`config.mk`:
```
export PLATFORM = sky130hd
export DESIGN_NAME = irq_hub
export DESIGN_NICKNAME = d
export VERILOG_FILES = /design/src/rtl/irqc_pkg.sv /design/src/rtl/irqc_src_map.sv /design/src/rtl/irqc_regs.sv /design/src/rtl/irqc_prio.sv /design/src/rtl/irq_hub.sv
export SDC_FILE = /design/constraint.sdc
export NUM_CORES = 1
export LEC_CHECK = 0
export BUFFER_PORTS_ARGS = -buffer_cell sky130_fd_sc_hd__buf_4
export CORE_ASPECT_RATIO = 0.6
export CORE_MARGIN = 10
export CORE_UTILIZATION = 35
export CTS_CLUSTER_DIAMETER = 30
export DETAILED_ROUTE_END_ITERATION = 10
export SKIP_CTS_REPAIR_TIMING = 1
export SLEW_MARGIN = 20
export SYNTH_ARGS = -nofsm -noshare
export SYNTH_HDL_FRONTEND = slang
export SYNTH_SLANG_ARGS = --single-unit
```
`constraint.sdc`:
```
create_clock -name clk -period 2.2 [get_ports clk]
set_input_delay 0.22 -clock clk [delete_from_list [all_inputs] [get_ports clk]]
set_output_delay 0.22 -clock clk [all_outputs]
set_load 0.01 [all_outputs]
```
`src/rtl/irqc_pkg.sv`:
```
package irqc_pkg;

    // Number of interrupt levels; level 0 is reserved for "no request".
    localparam int IRQ_LEVELS = 15;

    // Register offsets on the word-addressed register port.
    typedef enum logic [1:0] {
        REG_PEND  = 2'd0,
        REG_MASK  = 2'd1,
        REG_CLR   = 2'd2,
        REG_FORCE = 2'd3
    } irqc_reg_e;

    // Default level assignment of the internal sources.
    localparam int LVL_SER_OVF = 3;
    localparam int LVL_SER_A   = 4;
    localparam int LVL_SER_B   = 5;
    localparam int LVL_GPT     = 12;
    localparam int LVL_RTC     = 13;

endpackage

```
`src/rtl/irqc_src_map.sv`:
```
// Places the one-cycle source pulses onto their level positions.
module irqc_src_map #(
    parameter int NUM_LEVELS = irqc_pkg::IRQ_LEVELS,
    parameter int L_SER_OVF  = irqc_pkg::LVL_SER_OVF,
    parameter int L_SER_A    = irqc_pkg::LVL_SER_A,
    parameter int L_SER_B    = irqc_pkg::LVL_SER_B,
    parameter int L_GPT      = irqc_pkg::LVL_GPT,
    parameter int L_RTC      = irqc_pkg::LVL_RTC,
    localparam int VEC_W     = NUM_LEVELS + 1
) (
    input  logic             ser_a_evt,
    input  logic             ser_b_evt,
    input  logic             ser_ovf_evt,
    input  logic             gpt_evt,
    input  logic             rtc_evt,
    output logic [VEC_W-1:0] evt_vec
);

    always_comb begin
        evt_vec            = '0;
        evt_vec[L_SER_OVF] = evt_vec[L_SER_OVF] | ser_ovf_evt;
        evt_vec[L_SER_A]   = evt_vec[L_SER_A]   | ser_a_evt;
        evt_vec[L_SER_B]   = evt_vec[L_SER_B]   | ser_b_evt;
        evt_vec[L_GPT]     = evt_vec[L_GPT]     | gpt_evt;
        evt_vec[L_RTC]     = evt_vec[L_RTC]     | rtc_evt;
    end

endmodule

```
`src/rtl/irqc_regs.sv`:
```
// Pending / mask / force storage with the register port decode.
module irqc_regs #(
    parameter int NUM_LEVELS = irqc_pkg::IRQ_LEVELS,
    localparam int VEC_W     = NUM_LEVELS + 1
) (
    input  logic             clk,
    input  logic             rst_n,
    input  logic [VEC_W-1:0] evt_vec,
    input  logic             bus_wr,
    input  logic [1:0]       bus_addr,
    input  logic [VEC_W-1:0] bus_wdata,
    output logic [VEC_W-1:0] bus_rdata,
    output logic [VEC_W-1:0] pend_q,
    output logic [VEC_W-1:0] mask_q,
    output logic [VEC_W-1:0] frc_q
);
    import irqc_pkg::*;

    // Bit 0 carries no level and is never stored.
    localparam logic [VEC_W-1:0] LVL_BITS = {{NUM_LEVELS{1'b1}}, 1'b0};

    typedef struct packed {
        logic [VEC_W-1:0] pend;
        logic [VEC_W-1:0] mask;
        logic [VEC_W-1:0] frc;
    } state_t;

    state_t st_d, st_q;
    irqc_reg_e sel;
    logic [VEC_W-1:0] wmask;

    assign sel   = irqc_reg_e'(bus_addr);
    assign wmask = bus_wdata & LVL_BITS;

    always_comb begin
        st_d = st_q;
        if (bus_wr) begin
            unique case (sel)
                REG_MASK:  st_d.mask = wmask;
                REG_CLR:   st_d.pend = st_q.pend & ~wmask;
                REG_FORCE: st_d.frc  = wmask;
                default:   st_d.pend = st_q.pend;
            endcase
        end
        // New events are merged after the clear so a collision keeps the bit.
        st_d.pend = st_d.pend | (evt_vec & LVL_BITS);
    end

    always_ff @(posedge clk or negedge rst_n) begin
        if (!rst_n) begin
            st_q <= '0;
        end else begin
            st_q <= st_d;
        end
    end

    always_comb begin
        unique case (sel)
            REG_PEND:  bus_rdata = st_q.pend;
            REG_MASK:  bus_rdata = st_q.mask;
            REG_FORCE: bus_rdata = st_q.frc;
            default:   bus_rdata = '0;
        endcase
    end

    assign pend_q = st_q.pend;
    assign mask_q = st_q.mask;
    assign frc_q  = st_q.frc;

endmodule

```
`src/rtl/irqc_prio.sv`:
```
// Encodes the highest set bit of the request vector as a level number.
module irqc_prio #(
    parameter int NUM_LEVELS = irqc_pkg::IRQ_LEVELS,
    localparam int VEC_W     = NUM_LEVELS + 1,
    localparam int LVL_W     = $clog2(VEC_W)
) (
    input  logic [VEC_W-1:0] req_vec,
    output logic [LVL_W-1:0] level
);

    always_comb begin
        level = '0;
        for (int i = 1; i < VEC_W; i++) begin
            if (req_vec[i]) level = LVL_W'(i);
        end
    end

endmodule

```
`src/rtl/irq_hub.sv`:
```
module irq_hub #(
    parameter int NUM_LEVELS = irqc_pkg::IRQ_LEVELS,
    parameter int L_SER_OVF  = irqc_pkg::LVL_SER_OVF,
    parameter int L_SER_A    = irqc_pkg::LVL_SER_A,
    parameter int L_SER_B    = irqc_pkg::LVL_SER_B,
    parameter int L_GPT      = irqc_pkg::LVL_GPT,
    parameter int L_RTC      = irqc_pkg::LVL_RTC,
    localparam int VEC_W     = NUM_LEVELS + 1,
    localparam int LVL_W     = $clog2(VEC_W)
) (
    input  logic             clk,
    input  logic             rst_n,
    input  logic             ser_a_evt,
    input  logic             ser_b_evt,
    input  logic             ser_ovf_evt,
    input  logic             gpt_evt,
    input  logic             rtc_evt,
    input  logic             bus_wr,
    input  logic [1:0]       bus_addr,
    input  logic [VEC_W-1:0] bus_wdata,
    output logic [VEC_W-1:0] bus_rdata,
    output logic [LVL_W-1:0] irq_level
);

    logic [VEC_W-1:0] evt_vec;
    logic [VEC_W-1:0] pend_q;
    logic [VEC_W-1:0] mask_q;
    logic [VEC_W-1:0] frc_q;
    logic [VEC_W-1:0] req_vec;

    irqc_src_map #(
        .NUM_LEVELS(NUM_LEVELS),
        .L_SER_OVF (L_SER_OVF),
        .L_SER_A   (L_SER_A),
        .L_SER_B   (L_SER_B),
        .L_GPT     (L_GPT),
        .L_RTC     (L_RTC)
    ) u_src (
        .ser_a_evt  (ser_a_evt),
        .ser_b_evt  (ser_b_evt),
        .ser_ovf_evt(ser_ovf_evt),
        .gpt_evt    (gpt_evt),
        .rtc_evt    (rtc_evt),
        .evt_vec    (evt_vec)
    );

    irqc_regs #(
        .NUM_LEVELS(NUM_LEVELS)
    ) u_regs (
        .clk      (clk),
        .rst_n    (rst_n),
        .evt_vec  (evt_vec),
        .bus_wr   (bus_wr),
        .bus_addr (bus_addr),
        .bus_wdata(bus_wdata),
        .bus_rdata(bus_rdata),
        .pend_q   (pend_q),
        .mask_q   (mask_q),
        .frc_q    (frc_q)
    );

    assign req_vec = (pend_q | frc_q) & mask_q;

    irqc_prio #(
        .NUM_LEVELS(NUM_LEVELS)
    ) u_prio (
        .req_vec(req_vec),
        .level  (irq_level)
    );

endmodule

```
==> results.cfg, run 1 <==
[drt]
drtAntennaViolNets = 0
detail_route.iter0.violations = 96
routedLengthMet1_um = 2930
met2_length_um = 2360
wl_per_cell_um = 17.2
detail_route.vias_per_cell = 4.95
maxUsedRoutingLayer = met4
drt_pass1_iterations = 4
met3RoutedLength_um = 327
via_count = 1614
drc = 0
finalWirelength_um = 5620

[clocking]
clkSinkCount = 45
cts-root-buf = sky130_fd_sc_hd__clkbuf_16
clk_latency_ns = 0.27
cts_buffer_depth = 2
cts_tree = yes
cts-buffers-inserted = 5
htree_levels = 2
clkTransAtPathRegs_ns = 0.06

[final_layout]
syn2layout_area_growth_pct = 23.6
post_route_cells_drive_above_1_share_pct = 40.2
nets_final = 264
finalInstanceArea_um2 = 2920
antenna-diode-count = 0
layout_commonest_cell = sky130_fd_sc_hd__buf_4
final_cell_mix = sky130_fd_sc_hd__buf_4, sky130_fd_sc_hd__dfrtp_1, sky130_fd_sc_hd__o21ai_0

[setup_path]
critical_path.reg2reg.endpoint = u_regs.mask_q[13]
timing.rr.start = u_regs.mask_q[13]
worstPathRequired_ns = 1.98
worst_r2r_path_depth = 1
worst-path-max-fanout = 3
setup.worst_path.end_class = output port
crit_path_start_kind = flop
reg2reg_slack_ns = 1.41
critical_path_arrival_ns = 1.78
type_of_the_worst_setup_path = reg -> out

[sta]
period_minus_slack_ns = 2.00
report.final.setup_viol = 0
finalHoldViolCount = 0
rsz0062_at_grt = false
totalNegativeSetupSlack_ns = 0
clock.fmax_ghz = 0.500
worst_slew_pin_slew_ns = 0.591
clock-skew-final_ns = 0
postLayoutSetupSlackWorst_ns = 0.201
slew_headroom_pct = 60.6
timing_max_transition_violations_final = 0
final.period_utilization_pct = 90.8

[logic_synthesis]
mappedNetlistNets = 221
ys_seq_elements = 45
syn_inst = 195
synth_top_area_cell = sky130_fd_sc_hd__dfrtp_1
syn_avg_cell_area_um2 = 12.1
synth_enable_flop_cells = 0
most_common_flop_cell_mapped_by_yosys = sky130_fd_sc_hd__dfrtp_1
synth_top_area_share_pct = 47.6
syn-cell-area_um2 = 2360
synth.lib_cells_used.distinct = 31
yosys_warnings = 0
synth.top_cells.by_area = sky130_fd_sc_hd__dfrtp_1, sky130_fd_sc_hd__mux2_4, sky130_fd_sc_hd__mux2i_1, sky130_fd_sc_hd__o21ai_0, sky130_fd_sc_hd__a21boi_2
asyncSetResetFlopFracSynth_pct = 100
synth_sequential_area_ratio_pct = 47.6

[floorplanning]
boundaryPins = 46
die_width_um = 126
start_util_pct = 35.7
core_ar_um2 = 6620
floorplan.die.height_um = 83.7
floorplan.die_area_um2 = 10500
placement_rows = 23

[global_routing]
grt_max_degree = 46
grt_usage_pct = 10.6
wire_length_of_the_first_global_routing_pass_um = 9340
globalRoute.totalOverflow = 0
grt_pass1_vias = 1767
grt_antenna_before_repair = 0

[hold_path]
hold_start = ser_ovf_evt
timing.hold.worst_endpoint = u_regs.pend_q[3]
worst_hold_path.num_cells = 2
hold_path_class = in -> reg

[pwr]
total_leakage_power_nw = 1.37
cell_area_power_density_nw_per_um2 = 869
ir_drop_mv = 0.346

[placed_design]
dpl_cell_area_um2 = 2720
place.port_buffers = 43
routabilityCongestion = 0.714
dp_worst_setup_slack_ns = 0.562
dp_hpwl_um = 4080

[outcome]
run_status = finished, final reports clean

[run]
cap_viol_max_count = 0
==> synth_stat cells, drive strengths merged, types with 2 or more instances <==
library cell / n
dfrtp: 45
o21ai: 31
mux2: 30
nand2: 24
mux2i: 15
a21boi: 10
buf: 9
a21o: 5
and2: 3
nand2b: 3
nor2: 3
o21a: 3
clkbuf: 2
nand3: 2
==> how the worst max path moves through the flow <==
stage,cells past startpoint,endpoint,startpoint
3_3_place_gp,5,irq_level[1],u_regs.frc_q[9]
4_1_cts,5,irq_level[1],u_regs.frc_q[9]
2_1_floorplan,4,irq_level[1],u_regs.frc_q[9]
5_1_grt,5,irq_level[1],u_regs.frc_q[6]
3_5_place_dp,5,irq_level[1],u_regs.frc_q[9]
6_report,5,irq_level[1],u_regs.frc_q[9]
==> metal layers <==
metal  vias up  track usage, %
met3         2            4.12
met1       790            14.6
li1        786               -
met5         -               0
met2        36            15.6
met4         0            1.54
==> area by class of cell <==
cell class	instances	area, um2
fillers	657	3700
multi-input cells	139	1140
flip-flops and latches	45	1130
repair buffers	47	355
clock buffers	5	125
well taps	87	109
clock inverters	3	65.1
==> through the flow <==
stage | power, W | utilization, % | std cells | hold slack, ns
6_report | 0.00254 | 44.1 | 326 | 0.111
3_3_place_gp | 0.00159 | 41.1 | 317 | 0.260
5_1_grt | 0.00267 | 44.1 | 326 | 0.107
2_1_floorplan | 0.00137 | - | 195 | -0.0756
4_1_cts | 0.00256 | 44.0 | 325 | -0.0368
3_5_place_dp | 0.00161 | 41.1 | 317 | 0.263
==> logic make-up after synthesis <==
family | share of synthesized area (%)
AO/OA/AOI/OAI | 15.6
multiplexers | 23.8
flip-flops | 47.6
AND/OR/NAND/NOR | 8.68
buffers and inverters | 4.08
other | 0.159
==> state kept, by name, summed over array words and instances, names as in the netlist <==
| signal | flops |
|---|---|
| u_regs.pend_q | 15 |
| u_regs.mask_q | 15 |
| u_regs.frc_q | 15 |
==> critical path, cell delays in order (launching register included) <==
cell and delay (ns):
sky130_fd_sc_hd__dfrtp_1 0.40, sky130_fd_sc_hd__o21ai_0 0.37, sky130_fd_sc_hd__and2_1 0.24, sky130_fd_sc_hd__o21ai_0 0.09, sky130_fd_sc_hd__o21ai_0 0.24, sky130_fd_sc_hd__buf_4 0.17
==> where the power goes <==
group          leakage [nW]  switching (W)  internal [W]
registers             0.540      0.0000839      0.000937
logic                 0.737       0.000263      0.000309
clock network        0.0938       0.000300      0.000648
No activity file was read; power rests on OpenSTA's default activity.
==> run 2: changes to the inputs <==
--- a/config.mk
+++ b/config.mk
@@ -11,6 +11,7 @@
 export CORE_UTILIZATION = 35
 export CTS_CLUSTER_DIAMETER = 30
 export DETAILED_ROUTE_END_ITERATION = 10
+export MAX_ROUTING_LAYER = met4
 export SKIP_CTS_REPAIR_TIMING = 1
 export SLEW_MARGIN = 20
 export SYNTH_ARGS = -nofsm -noshare
==> run 2 against run 1 <==
Flip-flop and latch count stayed put. Wire length rose by 0.21%. Fmax increased by 1.5%. Design area stayed put. Global-route usage up 0.32 points. Register-to-register slack is essentially flat. Final cell count unchanged. Sequential power hardly changed. Critical path depth is the same. Core utilization did not move. Setup slack better by 0.029 ns. Count of clock-buffer cells in the layout is the same. Critical path type unchanged.
==> results.cfg, run 2 (synthesis gave the netlist of run 1 again) <==
[floorplanning]
floorplan.die_area_um2 = 10500
die_width_um = 126
floorplan.die.height_um = 83.7
core_ar_um2 = 6620
placement_rows = 23
start_util_pct = 35.7
boundaryPins = 46

[drt]
drt_pass1_iterations = 4
maxUsedRoutingLayer = met4
drc = 0
finalWirelength_um = 5640
met2_length_um = 2350
routedLengthMet1_um = 3050
detail_route.iter0.violations = 98
met3RoutedLength_um = 223
via_count = 1629
detail_route.vias_per_cell = 5.00
drtAntennaViolNets = 0
wl_per_cell_um = 17.3

[setup_path]
critPathMostFrequentCell = sky130_fd_sc_hd__o21ai_0
type_of_the_worst_setup_path = reg -> out
critical_path.reg2reg.endpoint = u_regs.mask_q[13]
cp_cell_sequence = o21ai_0, and2_1, o21ai_0, o21ai_0, buf_4
critical_path_arrival_ns = 1.75
setup.worst_path.end_class = output port
cp_num_cells = 5
worst-path-max-fanout = 3
worst_path_dominant_cell_family = compound AO/OA/AOI/OAI gates
crit_end = irq_level[1]
total_buffers_and_inverters_traversed_by_the_critical_path = 1
critical_path.max_stage_delay_ns = 0.40
timing.rr.start = u_regs.mask_q[13]
worstPathRequired_ns = 1.98
worst_r2r_path_depth = 1
crit_path_start_kind = flop
reg2reg_slack_ns = 1.41
cell_with_the_largest_stage_delay_on_the_worst_path = sky130_fd_sc_hd__dfrtp_1
crit_path_start = u_regs.frc_q[9]

[clocking]
cts-buffers-inserted = 5
clk_latency_ns = 0.28
cts_tree = yes
clkSinkCount = 45
clkTransAtPathRegs_ns = 0.06
cts-root-buf = sky130_fd_sc_hd__clkbuf_16
htree_levels = 2
cts_buffer_depth = 2

[global_routing]
grt_max_degree = 46
grt_usage_pct = 10.9
grt_pass1_vias = 1756
globalRoute.totalOverflow = 0
grt_antenna_before_repair = 0
wire_length_of_the_first_global_routing_pass_um = 9340

[sta]
postLayoutSetupSlackWorst_ns = 0.231
slew_headroom_pct = 60.6
rsz0062_at_grt = false
clock.fmax_ghz = 0.508
period_minus_slack_ns = 1.97
worst_slew_pin_slew_ns = 0.590
clock-skew-final_ns = 0
timing_max_transition_violations_final = 0
finalHoldViolCount = 0
totalNegativeSetupSlack_ns = 0
whs_ns = 0.110
final.period_utilization_pct = 89.5
report.final.setup_viol = 0

[pwr]
ir_drop_mv = 0.346
internal_power_w = 0.00189
totalPowerFinal_w = 0.00254
share_seq_of_total_power_pct = 40.2
power_share_of_the_combinational_group_pct = 22.5
cell_area_power_density_nw_per_um2 = 870
power_share_of_the_clock_group_pct = 37.4
swShare_pct = 25.5
netSwitchingPower_w = 0.000648
total_leakage_power_nw = 1.37

[final_layout]
finish.utilization_pct = 44.1
antenna-diode-count = 0
layout_commonest_cell = sky130_fd_sc_hd__buf_4
post_route_cells_drive_above_1_share_pct = 40.2
syn2layout_area_growth_pct = 23.6
nets_final = 264
final_cell_mix = sky130_fd_sc_hd__buf_4, sky130_fd_sc_hd__dfrtp_1, sky130_fd_sc_hd__o21ai_0

[placed_design]
routabilityCongestion = 0.722
dp_hpwl_um = 4080
dp_worst_setup_slack_ns = 0.562
place.port_buffers = 43

[hold_path]
hold_path_class = in -> reg

[outcome]
run_status = finished, final reports clean

[run]
cap_viol_max_count = 0
==> run 2: worst min-delay path by stage <==
stage           startpoint          endpoint  depth (start not counted)
6_report       ser_ovf_evt  u_regs.pend_q[3]                          2
5_1_grt          ser_b_evt  u_regs.pend_q[5]                          2
4_1_cts              rst_n  u_regs.mask_q[8]                          1
3_5_place_dp         rst_n  u_regs.mask_q[8]                          1
3_3_place_gp         rst_n   u_regs.frc_q[9]                          1
2_1_floorplan        rst_n  u_regs.frc_q[10]                          0
==> run 2: layout make-up <==
type,instances,area [um2]
clock buffer,5,125
clock inverter,3,65.1
fill,657,3700
multi-input combinational,139,1140
sequential,45,1130
tap,87,109
timing repair buffer,47,355
==> run 2: power groups by stage <==
stage          logic (W)  registers [W]  clock network (W)
6_report        0.000572        0.00102           0.000949
2_1_floorplan   0.000366        0.00101                  0
3_3_place_gp    0.000565        0.00103                  0
4_1_cts         0.000576        0.00102           0.000967
3_5_place_dp    0.000574        0.00103                  0
5_1_grt         0.000627        0.00104            0.00101
==> run 2: per-stage QoR <==
stage	cells	area [um2]
after floorplan	195	2360
after global placement	317	2720
after detailed placement	317	2720
after CTS	325	2910
after global routing	326	2920
final	326	2920
==> run 2: metal layers <==
| layer | global-route usage, % | vias to the layer above |
|---|---|---|
| met5 | - | - |
| met4 | 1.54 | 0 |
| met3 | 2.98 | 2 |
| met2 | 15.5 | 42 |
| met1 | 15.3 | 799 |
| li1 | - | 786 |
==> run 3: changes to the inputs <==
--- a/config.mk
+++ b/config.mk
@@ -5,6 +5,7 @@
 export SDC_FILE = /design/constraint.sdc
 export NUM_CORES = 1
 export LEC_CHECK = 0
+export ABC_AREA = 1
 export BUFFER_PORTS_ARGS = -buffer_cell sky130_fd_sc_hd__buf_4
 export CORE_ASPECT_RATIO = 0.6
 export CORE_MARGIN = 10
@@ -12,7 +13,6 @@
 export CTS_CLUSTER_DIAMETER = 30
 export DETAILED_ROUTE_END_ITERATION = 10
 export MAX_ROUTING_LAYER = met4
-export SKIP_CTS_REPAIR_TIMING = 1
 export SLEW_MARGIN = 20
 export SYNTH_ARGS = -nofsm -noshare
 export SYNTH_HDL_FRONTEND = slang
==> run 3 against run 2 <==
Flip-flop and latch count stayed put. Final cell count is 28% higher. Largest cell class is now registers. Sequential share of layout area is 2.5 points higher. Highest routed layer unchanged.
==> results.cfg, run 3 <==
[logic_synthesis]
synth.lib_cells_used.distinct = 17
synth.most_common_cell = sky130_fd_sc_hd__nand2_1
asyncSetResetFlopFracSynth_pct = 100
synth_top_area_cell = sky130_fd_sc_hd__dfrtp_1
synth.top_cells.by_area = sky130_fd_sc_hd__dfrtp_1, sky130_fd_sc_hd__nand2_1, sky130_fd_sc_hd__o21ai_0, sky130_fd_sc_hd__inv_1, sky130_fd_sc_hd__nand3_1
most_common_flop_cell_mapped_by_yosys = sky130_fd_sc_hd__dfrtp_1
ys_seq_elements = 45
synth_enable_flop_cells = 0
mappedNetlistNets = 310
synth_top_area_share_pct = 52.0
synth.top_cells.by_count = sky130_fd_sc_hd__nand2_1, sky130_fd_sc_hd__o21ai_0, sky130_fd_sc_hd__dfrtp_1
syn_inst = 284
synth_sequential_area_ratio_pct = 52.0
yosys_warnings = 0
syn_avg_cell_area_um2 = 7.63
syn-cell-area_um2 = 2170

[floorplanning]
placement_rows = 22
start_util_pct = 35.8
boundaryPins = 46
die_width_um = 122
floorplan.die.height_um = 80.9
floorplan.die_area_um2 = 9840
core_ar_um2 = 6060

[global_routing]
wire_length_of_the_first_global_routing_pass_um = 9260
grt_max_degree = 46
groute.layer.met1.usage_pct = 16.7
use_met2_pct = 16.7
grt.busiest_layer = met2
grt_pass1_vias = 1867
grt_antenna_before_repair = 0
met3_resource_use_gr_pct = 4.16
globalRoute.totalOverflow = 0
grt_usage_pct = 12.1

[setup_path]
critical_path.max_stage_delay_ns = 0.41
cell_with_the_largest_stage_delay_on_the_worst_path = sky130_fd_sc_hd__dfrtp_1
cp_cell_sequence = o21ai_2, nand2_1, nand2_1, nand2_1, nand2_1, nand2_1, nand2_1, nand2_1, nand2_1, nand2_1, nand2_1, nand2_1, nand2_1, nand2_1, buf_4
critical_path_arrival_ns = 1.76
critPathMostFrequentCell = sky130_fd_sc_hd__nand2_1
worst-path-max-fanout = 3
crit_path_start_kind = flop
worstPathRequired_ns = 1.98
type_of_the_worst_setup_path = reg -> out
setup.worst_path.end_class = output port

[pwr]
share_seq_of_total_power_pct = 45.5
netSwitchingPower_w = 0.000607
power_share_of_the_clock_group_pct = 33.5
swShare_pct = 27.8
cell_area_power_density_nw_per_um2 = 795
power_share_of_the_combinational_group_pct = 21.0
internal_power_w = 0.00158
total_leakage_power_nw = 1.49
totalPowerFinal_w = 0.00218
ir_drop_mv = 0.324

[drt]
drc = 0
detail_route.iter0.violations = 134
wl_per_cell_um = 13.3
detail_route.vias_per_cell = 4.51
finalWirelength_um = 5550
drt_pass1_iterations = 4
drtAntennaViolNets = 0
via_count = 1878

[sta]
worst_slew_pin_slew_ns = 0.572
whs_ns = 0.102
clock.fmax_ghz = 0.504
rsz0062_at_grt = false
clock-skew-final_ns = 0
report.final.setup_viol = 0
totalNegativeSetupSlack_ns = 0
finalHoldViolCount = 0
period_minus_slack_ns = 1.98
final.period_utilization_pct = 90.2
slew_headroom_pct = 61.8
timing_max_transition_violations_final = 0

[clocking]
clk_latency_ns = 0.29
clkTransAtPathRegs_ns = 0.09
cts-root-buf = sky130_fd_sc_hd__clkbuf_8
cts_buffer_depth = 2
htree_levels = 2
cts_tree = yes
cts-buffers-inserted = 5
clkSinkCount = 45

[final_layout]
layout_commonest_cell = sky130_fd_sc_hd__nand2_1
final.fill_count = 644
multi_input_area_um2 = 867
finalInstanceArea_um2 = 2750
antenna-diode-count = 0
syn2layout_area_growth_pct = 26.7
final_cell_mix = sky130_fd_sc_hd__nand2_1, sky130_fd_sc_hd__o21ai_0, sky130_fd_sc_hd__buf_4
nets_final = 357
post_route_cells_drive_above_1_share_pct = 19.6
seq_area_um2 = 1130

[placed_design]
dp_hpwl_um = 3940
place.port_buffers = 43
routabilityCongestion = 0.795
dpl_cell_area_um2 = 2590

[run]
cap_viol_max_count = 0

[outcome]
run_status = finished, final reports clean

[hold_path]
hold_path_class = in -> reg
-- run 3: final timing paths --
check	to	cells past startpoint	slack, ns	from
worst max-delay path	irq_level[0]	15	0.22	u_regs.frc_q[3]
worst min-delay path	u_regs.pend_q[5]	3	0.10	ser_b_evt
worst max register to register	u_regs.frc_q[1]	3	1.42	u_regs.frc_q[1]
worst min register to register	u_regs.mask_q[1]	2	0.50	u_regs.mask_q[1]
max in group asynchronous	u_regs.pend_q[1]	2	1.35	rst_n
min in group asynchronous	u_regs.pend_q[3]	2	0.47	rst_n
-- run 3: logic make-up after synthesis --
| family | count (synthesis) | synth area share, % |
|---|---|---|
| AOI/OAI and AO/OA | 62 | 16.1 |
| buffers and inverters | 45 | 7.97 |
| DFF | 45 | 52.0 |
| other | 1 | 0.173 |
| and+or+nand+nor | 131 | 23.7 |
-- run 3: power by group through the flow --
stage          registers, W  clock network (W)  logic, W
2_1_floorplan      0.000993                  0  0.000260
3_3_place_gp        0.00101                  0  0.000453
3_5_place_dp        0.00101                  0  0.000460
4_1_cts            0.000992           0.000754  0.000463
5_1_grt             0.00101           0.000797  0.000526
6_report           0.000993           0.000732  0.000458
-- run 3: critical path, delay by kind of cell, from the launching register on --
kind | cells | cell delay (ns)
compound gates | 1 | 0.18
buf+inv | 1 | 0.15
flops | 1 | 0.41
simple gates | 13 | 0.73
-- run 3: final cells by class --
type / instances / share of cell area [%]
Clock buffer: 5 / 2.51
Sequential cell: 45 / 41.0
Tap cell: 84 / 3.83
Clock inverter: 3 / 2.37
Multi-Input combinational cell: 194 / 31.6
Timing Repair Buffer: 51 / 14.0
Inverter: 34 / 4.65
-- run 3: routing by layer --
layer  routed length (um)  share of wire (%)  vias up
li1                     -                  -      979
met1                 3020                 54      854
met2                 2140                 39       39
met3                  340                6.1        6
met4                   44               0.79        0
met5                    0                  0        -
-- run 3: repair_timing --
item / CTS / global route
hold buffers: 1 / 0
endpoints found under the hold margin: 45 / 0
setup buffers: 0 / 1
endpoints found under the setup margin: 0 / 1
gates resized for setup: 0 / 0
-- run 3: stage by stage --
stage / instances / utilization, % / setup slack [ns]
after floorplan: 284 / - / 0.769
after global placement: 406 / 42.8 / 0.542
after detailed placement: 406 / 42.8 / 0.544
after CTS: 415 / 45.2 / 0.201
after global routing: 416 / 45.3 / 0.000230
final: 416 / 45.3 / 0.217
